--- config.mk ---
export PLATFORM = sky130hd
export DESIGN_NAME = bcd_alu8
export DESIGN_NICKNAME = d
export VERILOG_FILES = /design/src/rtl/bcd_alu_pkg.sv /design/src/rtl/bcd_alu_digit.sv /design/src/rtl/bcd_alu_arith.sv /design/src/rtl/bcd_alu_unit.sv /design/src/rtl/bcd_alu8.sv
export SDC_FILE = /design/constraint.sdc
export NUM_CORES = 1
export LEC_CHECK = 0
export ABC_CLOCK_PERIOD_IN_PS = 800
export BUFFER_PORTS_ARGS = -buffer_cell sky130_fd_sc_hd__buf_2
export CORE_MARGIN = 4
export CORE_UTILIZATION = 50
export CTS_BUF_LIST = sky130_fd_sc_hd__clkbuf_16
export DETAILED_ROUTE_END_ITERATION = 10
export GPL_TIMING_DRIVEN = 1
export PLACE_DENSITY = 0.78
export SLEW_MARGIN = 20
export SYNTH_ARGS = -nofsm -noshare
export SYNTH_HDL_FRONTEND = slang
export SYNTH_SLANG_ARGS = --single-unit
--- constraint.sdc ---
create_clock -name clk -period 0.8 [get_ports clk]
set_input_delay 0.08 -clock clk [delete_from_list [all_inputs] [get_ports clk]]
set_output_delay 0.08 -clock clk [all_outputs]
set_load 0.05 [all_outputs]
--- src/rtl/bcd_alu_pkg.sv ---
package bcd_alu_pkg;
  typedef enum logic [3:0] {
    OP_ADD = 4'd0,
    OP_SUB = 4'd1,
    OP_CMP = 4'd2,
    OP_OR  = 4'd3,
    OP_AND = 4'd4,
    OP_XOR = 4'd5,
    OP_INC = 4'd6,
    OP_DEC = 4'd7,
    OP_SHL = 4'd8,
    OP_SHR = 4'd9,
    OP_RTL = 4'd10,
    OP_RTR = 4'd11,
    OP_TST = 4'd12
  } alu_op_e;

  localparam int SW     = 8;
  localparam int FL_NEG = 7;
  localparam int FL_OVF = 6;
  localparam int FL_RSV = 5;
  localparam int FL_DEC = 3;
  localparam int FL_ZER = 1;
  localparam int FL_CRY = 0;
endpackage

--- src/rtl/bcd_alu_digit.sv ---
module bcd_alu_digit (
  input  logic       sub_i,
  input  logic [3:0] a_i,
  input  logic [3:0] m_i,
  input  logic       cy_i,   // add: carry in; sub: 1 = no borrow in
  output logic [3:0] dig_o,
  output logic       ovf_o,  // sign overflow of the uncorrected digit sum
  output logic       cy_o
);
  logic [5:0] raw;
  logic [5:0] adj;

  always_comb begin
    if (sub_i) begin
      raw  = {2'b00, a_i} - {2'b00, m_i} - {5'd0, ~cy_i};
      adj  = raw[5] ? (raw - 6'd6) : raw;
      cy_o = ~raw[5];
    end else begin
      raw  = {2'b00, a_i} + {2'b00, m_i} + {5'd0, cy_i};
      adj  = (raw > 6'd9) ? (raw + 6'd6) : raw;
      cy_o = (adj > 6'd15);
    end
  end

  assign dig_o = adj[3:0];
  assign ovf_o = (a_i[3] == m_i[3]) && (a_i[3] != raw[3]);
endmodule

--- src/rtl/bcd_alu_arith.sv ---
module bcd_alu_arith #(
  parameter int DW = 8
) (
  input  logic          sub_i,
  input  logic          dec_i,
  input  logic [DW-1:0] a_i,
  input  logic [DW-1:0] m_i,
  input  logic          cin_i,
  output logic [DW-1:0] res_o,
  output logic          n_o,
  output logic          v_o,
  output logic          z_o,
  output logic          c_o
);
  localparam int ND = DW / 4;
  localparam logic [ND-1:0] TOPSEL = ND'(1) << (ND - 1);

  logic [DW-1:0] b;
  logic [DW:0]   ext;
  logic          bin_v;
  logic [ND:0]   cy;
  logic [ND-1:0] dov;
  logic [DW-1:0] dres;
  logic          dec_add;

  assign b     = sub_i ? ~m_i : m_i;
  assign ext   = {1'b0, a_i} + {1'b0, b} + {{DW{1'b0}}, cin_i};
  assign bin_v = (a_i[DW-1] == b[DW-1]) && (ext[DW-1] != a_i[DW-1]);

  assign cy[0] = cin_i;
  for (genvar g = 0; g < ND; g++) begin : g_dig
    bcd_alu_digit u_dig (
      .sub_i (sub_i),
      .a_i   (a_i[4*g +: 4]),
      .m_i   (m_i[4*g +: 4]),
      .cy_i  (cy[g]),
      .dig_o (dres[4*g +: 4]),
      .ovf_o (dov[g]),
      .cy_o  (cy[g+1])
    );
  end

  assign dec_add = dec_i && !sub_i;
  assign res_o   = dec_i ? dres : ext[DW-1:0];
  assign n_o     = ext[DW-1];
  assign z_o     = (ext[DW-1:0] == '0);
  assign v_o     = dec_add ? |(dov & TOPSEL) : bin_v;
  assign c_o     = dec_add ? cy[ND] : ext[DW];
endmodule

--- src/rtl/bcd_alu_unit.sv ---
module bcd_alu_unit #(
  parameter int DW = 8
) (
  input  bcd_alu_pkg::alu_op_e op_i,
  input  logic [DW-1:0]        a_i,
  input  logic [DW-1:0]        m_i,
  input  logic                 cin_i,
  input  logic                 vin_i,
  output logic [DW-1:0]        res_o,
  output logic                 n_o,
  output logic                 v_o,
  output logic                 z_o,
  output logic                 c_o
);
  import bcd_alu_pkg::*;

  always_comb begin
    res_o = a_i;
    v_o   = vin_i;
    c_o   = cin_i;
    unique case (op_i)
      OP_OR:  res_o = a_i | m_i;
      OP_AND: res_o = a_i & m_i;
      OP_XOR: res_o = a_i ^ m_i;
      OP_INC: res_o = m_i + 1'b1;
      OP_DEC: res_o = m_i - 1'b1;
      OP_SHL: {c_o, res_o} = {m_i, 1'b0};
      OP_SHR: {res_o, c_o} = {1'b0, m_i};
      OP_RTL: {c_o, res_o} = {m_i, cin_i};
      OP_RTR: {res_o, c_o} = {cin_i, m_i};
      OP_TST: v_o = m_i[DW-2];
      default: ;
    endcase
    if (op_i == OP_TST) begin
      n_o = m_i[DW-1];
      z_o = ((a_i & m_i) == '0);
    end else begin
      n_o = res_o[DW-1];
      z_o = (res_o == '0);
    end
  end
endmodule

--- src/rtl/bcd_alu8.sv ---
module bcd_alu8 #(
  parameter int DW      = 8,
  parameter bit REG_OUT = 1'b1
) (
  input  logic          clk,
  input  logic          rst_n,
  input  logic [3:0]    op_i,
  input  logic [DW-1:0] acc_i,
  input  logic [DW-1:0] opd_i,
  input  logic [7:0]    stat_i,
  output logic [DW-1:0] res_o,
  output logic [7:0]    stat_o
);
  import bcd_alu_pkg::*;

  localparam logic [SW-1:0] ST_RST = SW'(1) << FL_RSV;

  alu_op_e       op;
  logic          is_cmp;
  logic [DW-1:0] ar_res, lu_res, res_d;
  logic          ar_n, ar_v, ar_z, ar_c;
  logic          lu_n, lu_v, lu_z, lu_c;
  logic [SW-1:0] st_d;

  assign op     = alu_op_e'(op_i);
  assign is_cmp = (op == OP_CMP);

  bcd_alu_arith #(.DW(DW)) u_arith (
    .sub_i (op != OP_ADD),
    .dec_i (stat_i[FL_DEC] && !is_cmp),
    .a_i   (acc_i),
    .m_i   (opd_i),
    .cin_i (is_cmp ? 1'b1 : stat_i[FL_CRY]),
    .res_o (ar_res),
    .n_o   (ar_n),
    .v_o   (ar_v),
    .z_o   (ar_z),
    .c_o   (ar_c)
  );

  bcd_alu_unit #(.DW(DW)) u_unit (
    .op_i  (op),
    .a_i   (acc_i),
    .m_i   (opd_i),
    .cin_i (stat_i[FL_CRY]),
    .vin_i (stat_i[FL_OVF]),
    .res_o (lu_res),
    .n_o   (lu_n),
    .v_o   (lu_v),
    .z_o   (lu_z),
    .c_o   (lu_c)
  );

  // next-state selection
  always_comb begin
    res_d          = acc_i;
    st_d           = stat_i;
    st_d[FL_RSV]   = 1'b1;
    unique case (op)
      OP_ADD, OP_SUB: begin
        res_d      = ar_res;
        st_d[FL_NEG] = ar_n;
        st_d[FL_OVF] = ar_v;
        st_d[FL_ZER] = ar_z;
        st_d[FL_CRY] = ar_c;
      end
      OP_CMP: begin
        st_d[FL_NEG] = ar_n;
        st_d[FL_ZER] = ar_z;
        st_d[FL_CRY] = ar_c;
      end
      OP_OR, OP_AND, OP_XOR, OP_INC, OP_DEC,
      OP_SHL, OP_SHR, OP_RTL, OP_RTR, OP_TST: begin
        res_d      = lu_res;
        st_d[FL_NEG] = lu_n;
        st_d[FL_OVF] = lu_v;
        st_d[FL_ZER] = lu_z;
        st_d[FL_CRY] = lu_c;
      end
      default: ;
    endcase
  end

  if (REG_OUT) begin : g_reg
    logic [DW-1:0] res_q;
    logic [SW-1:0] st_q;
    always_ff @(posedge clk or negedge rst_n) begin
      if (!rst_n) begin
        res_q <= '0;
        st_q  <= ST_RST;
      end else begin
        res_q <= res_d;
        st_q  <= st_d;
      end
    end
    assign res_o  = res_q;
    assign stat_o = st_q;
  end else begin : g_comb
    assign res_o  = res_d;
    assign stat_o = st_d;
  end
endmodule

Yosys cells after proc, flatten, opt, wreduce, memory -nomap -nowiden
Index checks and enable logic that the tools add are counted.
{"block": "word_totals", "reg_bits": 15, "inputBits": 30, "out_inout_bits": 16, "word_cells": 85}
{"block": "classes", "n_addsub": 16, "order_cmp": 4, "eq_ne": 16, "mux": 23, "bitwise_logic": 8, "n_reduce_logical": 16}
{"op": "one-hot mux 8 bit (9 select lines)", "count": 1}
{"op": "greater-than comparator 6 x 4 -> 1 bit, second input constant", "count": 4}
{"op": "logical NOT 8 bit", "count": 3}
{"op": "== test 4 bit, second input constant", "count": 5}
{"op": "two-way mux 4 bit", "count": 5}
{"op": "== test 4 x 3 -> 1 bit, second input constant", "count": 4}
{"op": "two-way mux 8 bit", "count": 2}
{"op": "one-hot mux 8 bit (2 select lines)", "count": 1}
{"op": "adder 5 x 1 -> 6 bit", "count": 2}
{"op": "adder 6 x 3 -> 6 bit, second input constant", "count": 2}
{"op": "two-way mux 6 bit", "count": 2}
{"op": "subtractor 6 x 1 -> 6 bit", "count": 2}
{"op": "adder 4 x 4 -> 5 bit", "count": 2}
{"op": "OR reduction 10 bit", "count": 1}
{"op": "subtractor 4 x 4 -> 5 bit", "count": 2}
{"op": "adder 8 x 8 -> 9 bit", "count": 1}
{"op": "adder 9 x 1 -> 9 bit", "count": 1}
{"op": "adder 8 x 1 -> 8 bit, second input constant", "count": 1}
{"op": "bitwise AND 8 bit", "count": 1}
{"op": "== test 4 x 2 -> 1 bit, second input constant", "count": 2}
{"op": "two-way mux 1 bit", "count": 8}
{"op": "NOT 8 bit", "count": 1}
{"op": "bitwise OR 8 bit", "count": 1}
{"op": "subtractor 4 x 3 -> 4 bit, second input constant", "count": 2}
{"op": "other kinds (14)", "count": 27}

Depth between registers and ports, before layout
{"block": "logic_depth", "depth_word": 14, "ltp_mapped": 21, "depth_no_buf": 19}

By module
A second synthesis with hierarchy kept.
{"block": "unflattened", "hier_cells": 480, "hier_area_um2": 3794.9}
{"module": "bcd_alu_unit", "instances": 1, "cells_per_inst": 181, "area_each_um2": 1204.9, "seq_area_each_um2": 0.0}
{"module": "bcd_alu_digit (u_arith.g_dig[0].u_dig)", "instances": 1, "cells_per_inst": 87, "area_each_um2": 688.2, "seq_area_each_um2": 0.0}
{"module": "bcd_alu_digit (u_arith.g_dig[1].u_dig)", "instances": 1, "cells_per_inst": 87, "area_each_um2": 685.7, "seq_area_each_um2": 0.0}
{"module": "bcd_alu8", "instances": 1, "cells_per_inst": 58, "area_each_um2": 683.2, "seq_area_each_um2": 375.4}
{"module": "bcd_alu_arith", "instances": 1, "cells_per_inst": 67, "area_each_um2": 533.0, "seq_area_each_um2": 0.0}

Worst setup path after synthesis
No wires, ideal clock.
{"block": "synth_path", "kind": "input to register", "startpoint": "input port op_i[1]", "endpoint": "register g_reg.res_q[6] (netlist: res_o[6])", "setup_ps": 139, "t_arrival_ps": 4119, "t_required_ps": 661, "path_slack_ps": -3458, "stages": 18, "path_buffers": 3, "cell_sequence": "buf_2 -> buf_2 -> buf_2 -> a31oi_1 -> fa_1 -> fa_1 -> xor2_1 -> nand2_1 -> and4_1 -> nor3_1 -> a21oi_1 -> fa_1 -> fa_1 -> xor2_1 -> ha_1 -> a21bo_2 -> a32oi_1 -> o211ai_1"}
{"block": "synth_between", "elab_chain_len": 14, "elab_cells_between_ends": 43}
{"item": "start: declaration", "line_no": "bcd_alu8.sv:7", "rtl": "input logic [3:0] op_i,"}
{"item": "== test 4 x 2 -> 1 bit", "line_no": "bcd_alu8.sv:26", "rtl": "assign is_cmp = (op == OP_CMP);"}
{"item": "two-way mux 1 bit", "line_no": "bcd_alu8.sv:33", "rtl": ".cin_i (is_cmp ? 1'b1 : stat_i[FL_CRY]),"}
{"item": "adder 5 x 1 -> 6 bit", "line_no": "bcd_alu_digit.sv:19", "rtl": "raw = {2'b00, a_i} + {2'b00, m_i} + {5'd0, cy_i};"}
{"item": "adder 6 x 3 -> 6 bit / greater-than comparator 6 x 4 -> 1 bit (equally long branches)", "line_no": "bcd_alu_digit.sv:20", "rtl": "adj = (raw > 6'd9) ? (raw + 6'd6) : raw;"}
{"item": "two-way mux 6 bit", "line_no": "bcd_alu_digit.sv:20"}
{"item": "greater-than comparator 6 x 4 -> 1 bit", "line_no": "bcd_alu_digit.sv:21", "rtl": "cy_o = (adj > 6'd15);"}
{"item": "two-way mux 1 bit", "line_no": "bcd_alu_digit.sv:14", "rtl": "if (sub_i) begin"}
{"item": "NOT 1 bit", "line_no": "bcd_alu_digit.sv:15", "rtl": "raw = {2'b00, a_i} - {2'b00, m_i} - {5'd0, ~cy_i};"}
{"item": "subtractor 6 x 1 -> 6 bit", "line_no": "bcd_alu_digit.sv:15"}
{"item": "subtractor 4 x 3 -> 4 bit", "line_no": "bcd_alu_digit.sv:16", "rtl": "adj = raw[5] ? (raw - 6'd6) : raw;"}
{"item": "two-way mux 4 bit", "line_no": "bcd_alu_digit.sv:16"}
{"item": "two-way mux 4 bit", "line_no": "bcd_alu_digit.sv:14"}
{"item": "two-way mux 8 bit", "line_no": "bcd_alu_arith.sv:44", "rtl": "assign res_o = dec_i ? dres : ext[DW-1:0];"}
{"item": "one-hot mux 8 bit (2 select lines) *", "line_no": "bcd_alu8.sv:59", "rtl": "unique case (op)"}
{"item": "named net res_d[6]", "line_no": "bcd_alu8.sv:20", "rtl": "logic [DW-1:0] ar_res, lu_res, res_d;"}
{"item": "end signal: assignment", "line_no": "bcd_alu8.sv:92", "rtl": "res_q <= res_d;"}
{"item": "end: declaration", "line_no": "bcd_alu8.sv:85", "rtl": "logic [DW-1:0] res_q;"}
The timed path passes the listed nets; every way through them passes the cells marked *.

Worst setup path in the final report
{"block": "layout_path", "startpoint": "input port op_i[3]", "endpoint": "register g_reg.res_q[6] (netlist: res_o[6])"}
Same word-level chain as after synthesis.

==> results.toml <==
[outcome]
status = "finished, violations left"
violations = "setup timing"

[worst_setup_path]
cp.arrival_ps = 3690
criticalPathCategory = "in -> reg"
start_kind = "primary input"
slowest_delay_ps = 420
critical_path.slowest_cell = "fa_2"
worstPathMaxFanout = 3
worst-endpoint-required_ps = 920
critical_path.cell_chain = "buf_8 > nor2_4 > a31oi_4 > fa_2 > fa_2 > xor2_4 > ha_2 > and4_1 > nor3_2 > a21oi_2 > fa_2 > fa_2 > xor2_2 > ha_4 > a21bo_2 > a32oi_2 > o211ai_1"
cpMostUsedCell = "fa_2"
endpoint_kind = "flip-flop"

[power_and_ir_drop]
ir_worst_vdd_mv = 2.14
pwr-share-comb_pct = 71.0
p_sw_uw = 2770
p_per_area_nw_per_um2 = 1260
power_leakage_uw = 0.00244
power.share.clock_pct = 15.0
power.internal_uw = 3670
power_frac_seq_pct = 14.1
switching_share_pct = 43.0

[global_routing]
grt_max_degree = 35
grt.met1_usage_pct = 41.0
use_met2_pct = 52.6
grt_pass1_wl_um = 18500
gr-total-overflow = 0
grt.busiest_layer = "met2"
first_global_vias = 3818
antenna_found_initial = 0
use_met3_pct = 1.49
grt.total_usage_pct = 30.1

[routing]
vias_per_cell = 5.99
vias = 3975
drt_iter0_drc = 377
routedWlPerCell_um = 18.6
drc_errors = 0
finalWirelength_um = 12400
first_pass_iters = 6
ant_nets = 0

[sta]
timing.fmax_mhz = 280
hold_viol_final = 0
min_period_over_period_pct = 446
worst_slew_pin_slew_ps = 546
relSlewSlack_pct = 63.3
fin_crit_ps = 3570
timing.hold.ws_ps = 122
rsz0062_at_grt = "true"
maxSlewViolCount = 0
setup_viol = 27
fin_setup_tns_ps = -24880
setup_slack_ps = -2770

[finish]
drive_gt1_share_pct = 42.4
postLayoutCellArea_sq_um = 5130
post-route-util_pct = 80.8
diodes = 0
area_growth_pct = 57.3
nets = 672

[placement]
dp_hpwl_um = 9180
place.gp.congestion = 0.989
dpl_worst_slack_ps = -3080
io_buffers = 43
placed_cell_area_sq_um = 4520

[yosys]
synthCells = 414
synthArstFlopShare_pct = 100
synth-edff-count = 0
yosysUniqueCellTypes = 67
syn-num-nets = 498
ys_warn_count = 0
yosys_most_used_dff = "dfrtp_1"
yosysSeqAreaShare_pct = 11.5
synth_area_sq_um = 3260
synth_top_area_share_pct = 17.3
synth_area_per_cell_sq_um = 7.88
ys_ff_latch = 15
yosys.area.top_type = "ha_1"
netlist_top_cells_area = "ha_1 (17%), dfrtp_1 (12%), xnor2_1 (5.9%), fa_1 (5.5%), a21oi_1 (4.8%)"

[job]
cap_violations = 0

[cts]
cts_tree = "built"
ctsRootBufferMaster = "clkbuf_16"
cts_max_level = 1
path_clk_slew_ps = 50
clockBufferDepth = 2
cts_buffers = 3
clkSinkCount = 15

[hold_path]
hp-class = "in -> reg"

[floorplan]
die_x_um = 88.8
fp.dieArea_sq_um = 7880
initial_utilization_pct = 51.4
fp-row-count = 29
die_h_um = 88.8
core_sq_um = 6350
io_pins = 46
power groups by stage:
stage | Clock (uW) | Combinational [uW] | Sequential, uW
2_1_floorplan | 0 | 1930 | 1240
3_3_place_gp | 0 | 3710 | 886
3_5_place_dp | 0 | 3820 | 889
4_1_cts | 953 | 4180 | 905
5_1_grt | 991 | 4890 | 913
6_report | 964 | 4570 | 908
metrics by stage:
| stage | power (uW) | std cells |
|---|---|---|
| 3_3_place_gp | 4600 | 647 |
| 3_5_place_dp | 4710 | 647 |
| 2_1_floorplan | 3180 | 414 |
| 6_report | 6440 | 664 |
| 4_1_cts | 6030 | 660 |
| 5_1_grt | 6800 | 664 |
cell type report:
cell class | instances | area (sq um)
sequential | 15 | 375
clock buffer | 3 | 75.1
inverter | 34 | 128
timing repair buffer | 186 | 1480
fill | 384 | 1220
multi-input combinational | 348 | 2980
clock inverter | 1 | 3.75
tap | 77 | 96.3
cells in the mapped netlist, drive strengths merged, types with 4 or more instances:
library cell and number:
a211oi 4, a21boi 4, a21oi 32, a22oi 5
a31oi 5, buf 13, clkbuf 4, dfrtp 15
fa 9, ha 45, inv 34, mux2i 12
nand2 23, nand2b 8, nand3 11, nor2 31
nor2b 5, nor3 10, nor4 5, o211ai 8
o21a 7, o21ai 28, o21bai 8, o31ai 7
xnor2 22, xor2 11
worst paths after layout:
path,start,end,slack [ps],cells past startpoint
setup / recovery,op_i[3],res_o[6],-2770,17
min in group asynchronous,rst_n,res_o[5],260,2
hold / removal,stat_i[3],stat_o[3],120,2
max in group asynchronous,rst_n,res_o[1],280,2
critical path: cells and delay by family:
kind	cells	cell delay [ps]
XOR/XNOR	2	400
buffers and inverters	1	100
adder cells (fa/ha/maj)	6	2020
AO/OA/AOI/OAI	5	680
AND/OR/NAND/NOR	3	400
per-layer routing:
layer	vias to the layer above	wire, um
li1	1854	-
met3	27	918
met4	0	232
met5	-	0
met2	208	6220
met1	1886	5010
state kept, by name (all words and copies together) (netlist names):
signal / count
res_o: 8
stat_o: 7
layout by cell type (no fill, tap or decap), types with 16 or more instances in the layout:
| cell type | count |
|---|---|
| a21oi_1 | 22 |
| nor2_1 | 29 |
| inv_1 | 30 |
| o21ai_0 | 20 |
| xnor2_1 | 16 |
| buf_6 | 19 |
| nand2_1 | 22 |
| ha_1 | 40 |
| buf_4 | 135 |
| buf_2 | 24 |
timing repair:
action | 4_1_cts | 5_1_grt
setup buffers | 6 | 3
setup endpoints to repair | 27 | 27
resized for setup | 63 | 46
pin swaps | 26 | 18
cloned | 0 | 1
endpoints found under the hold margin | 17 | 0
hold buffers | 3 | 0
cells by family after synthesis:
family / after synthesis / share of synthesized area (%)
muxes: 14 / 4.37
buffers and inverters: 51 / 6.64
AOI/OAI and AO/OA: 136 / 28.2
DFF: 15 / 11.5
xor gates and xnor gates: 34 / 9.55
and+or+nand+nor: 109 / 16.8
other: 1 / 0.115
adders and majority gates: 54 / 22.8
(Power assumes the default switching activity.)
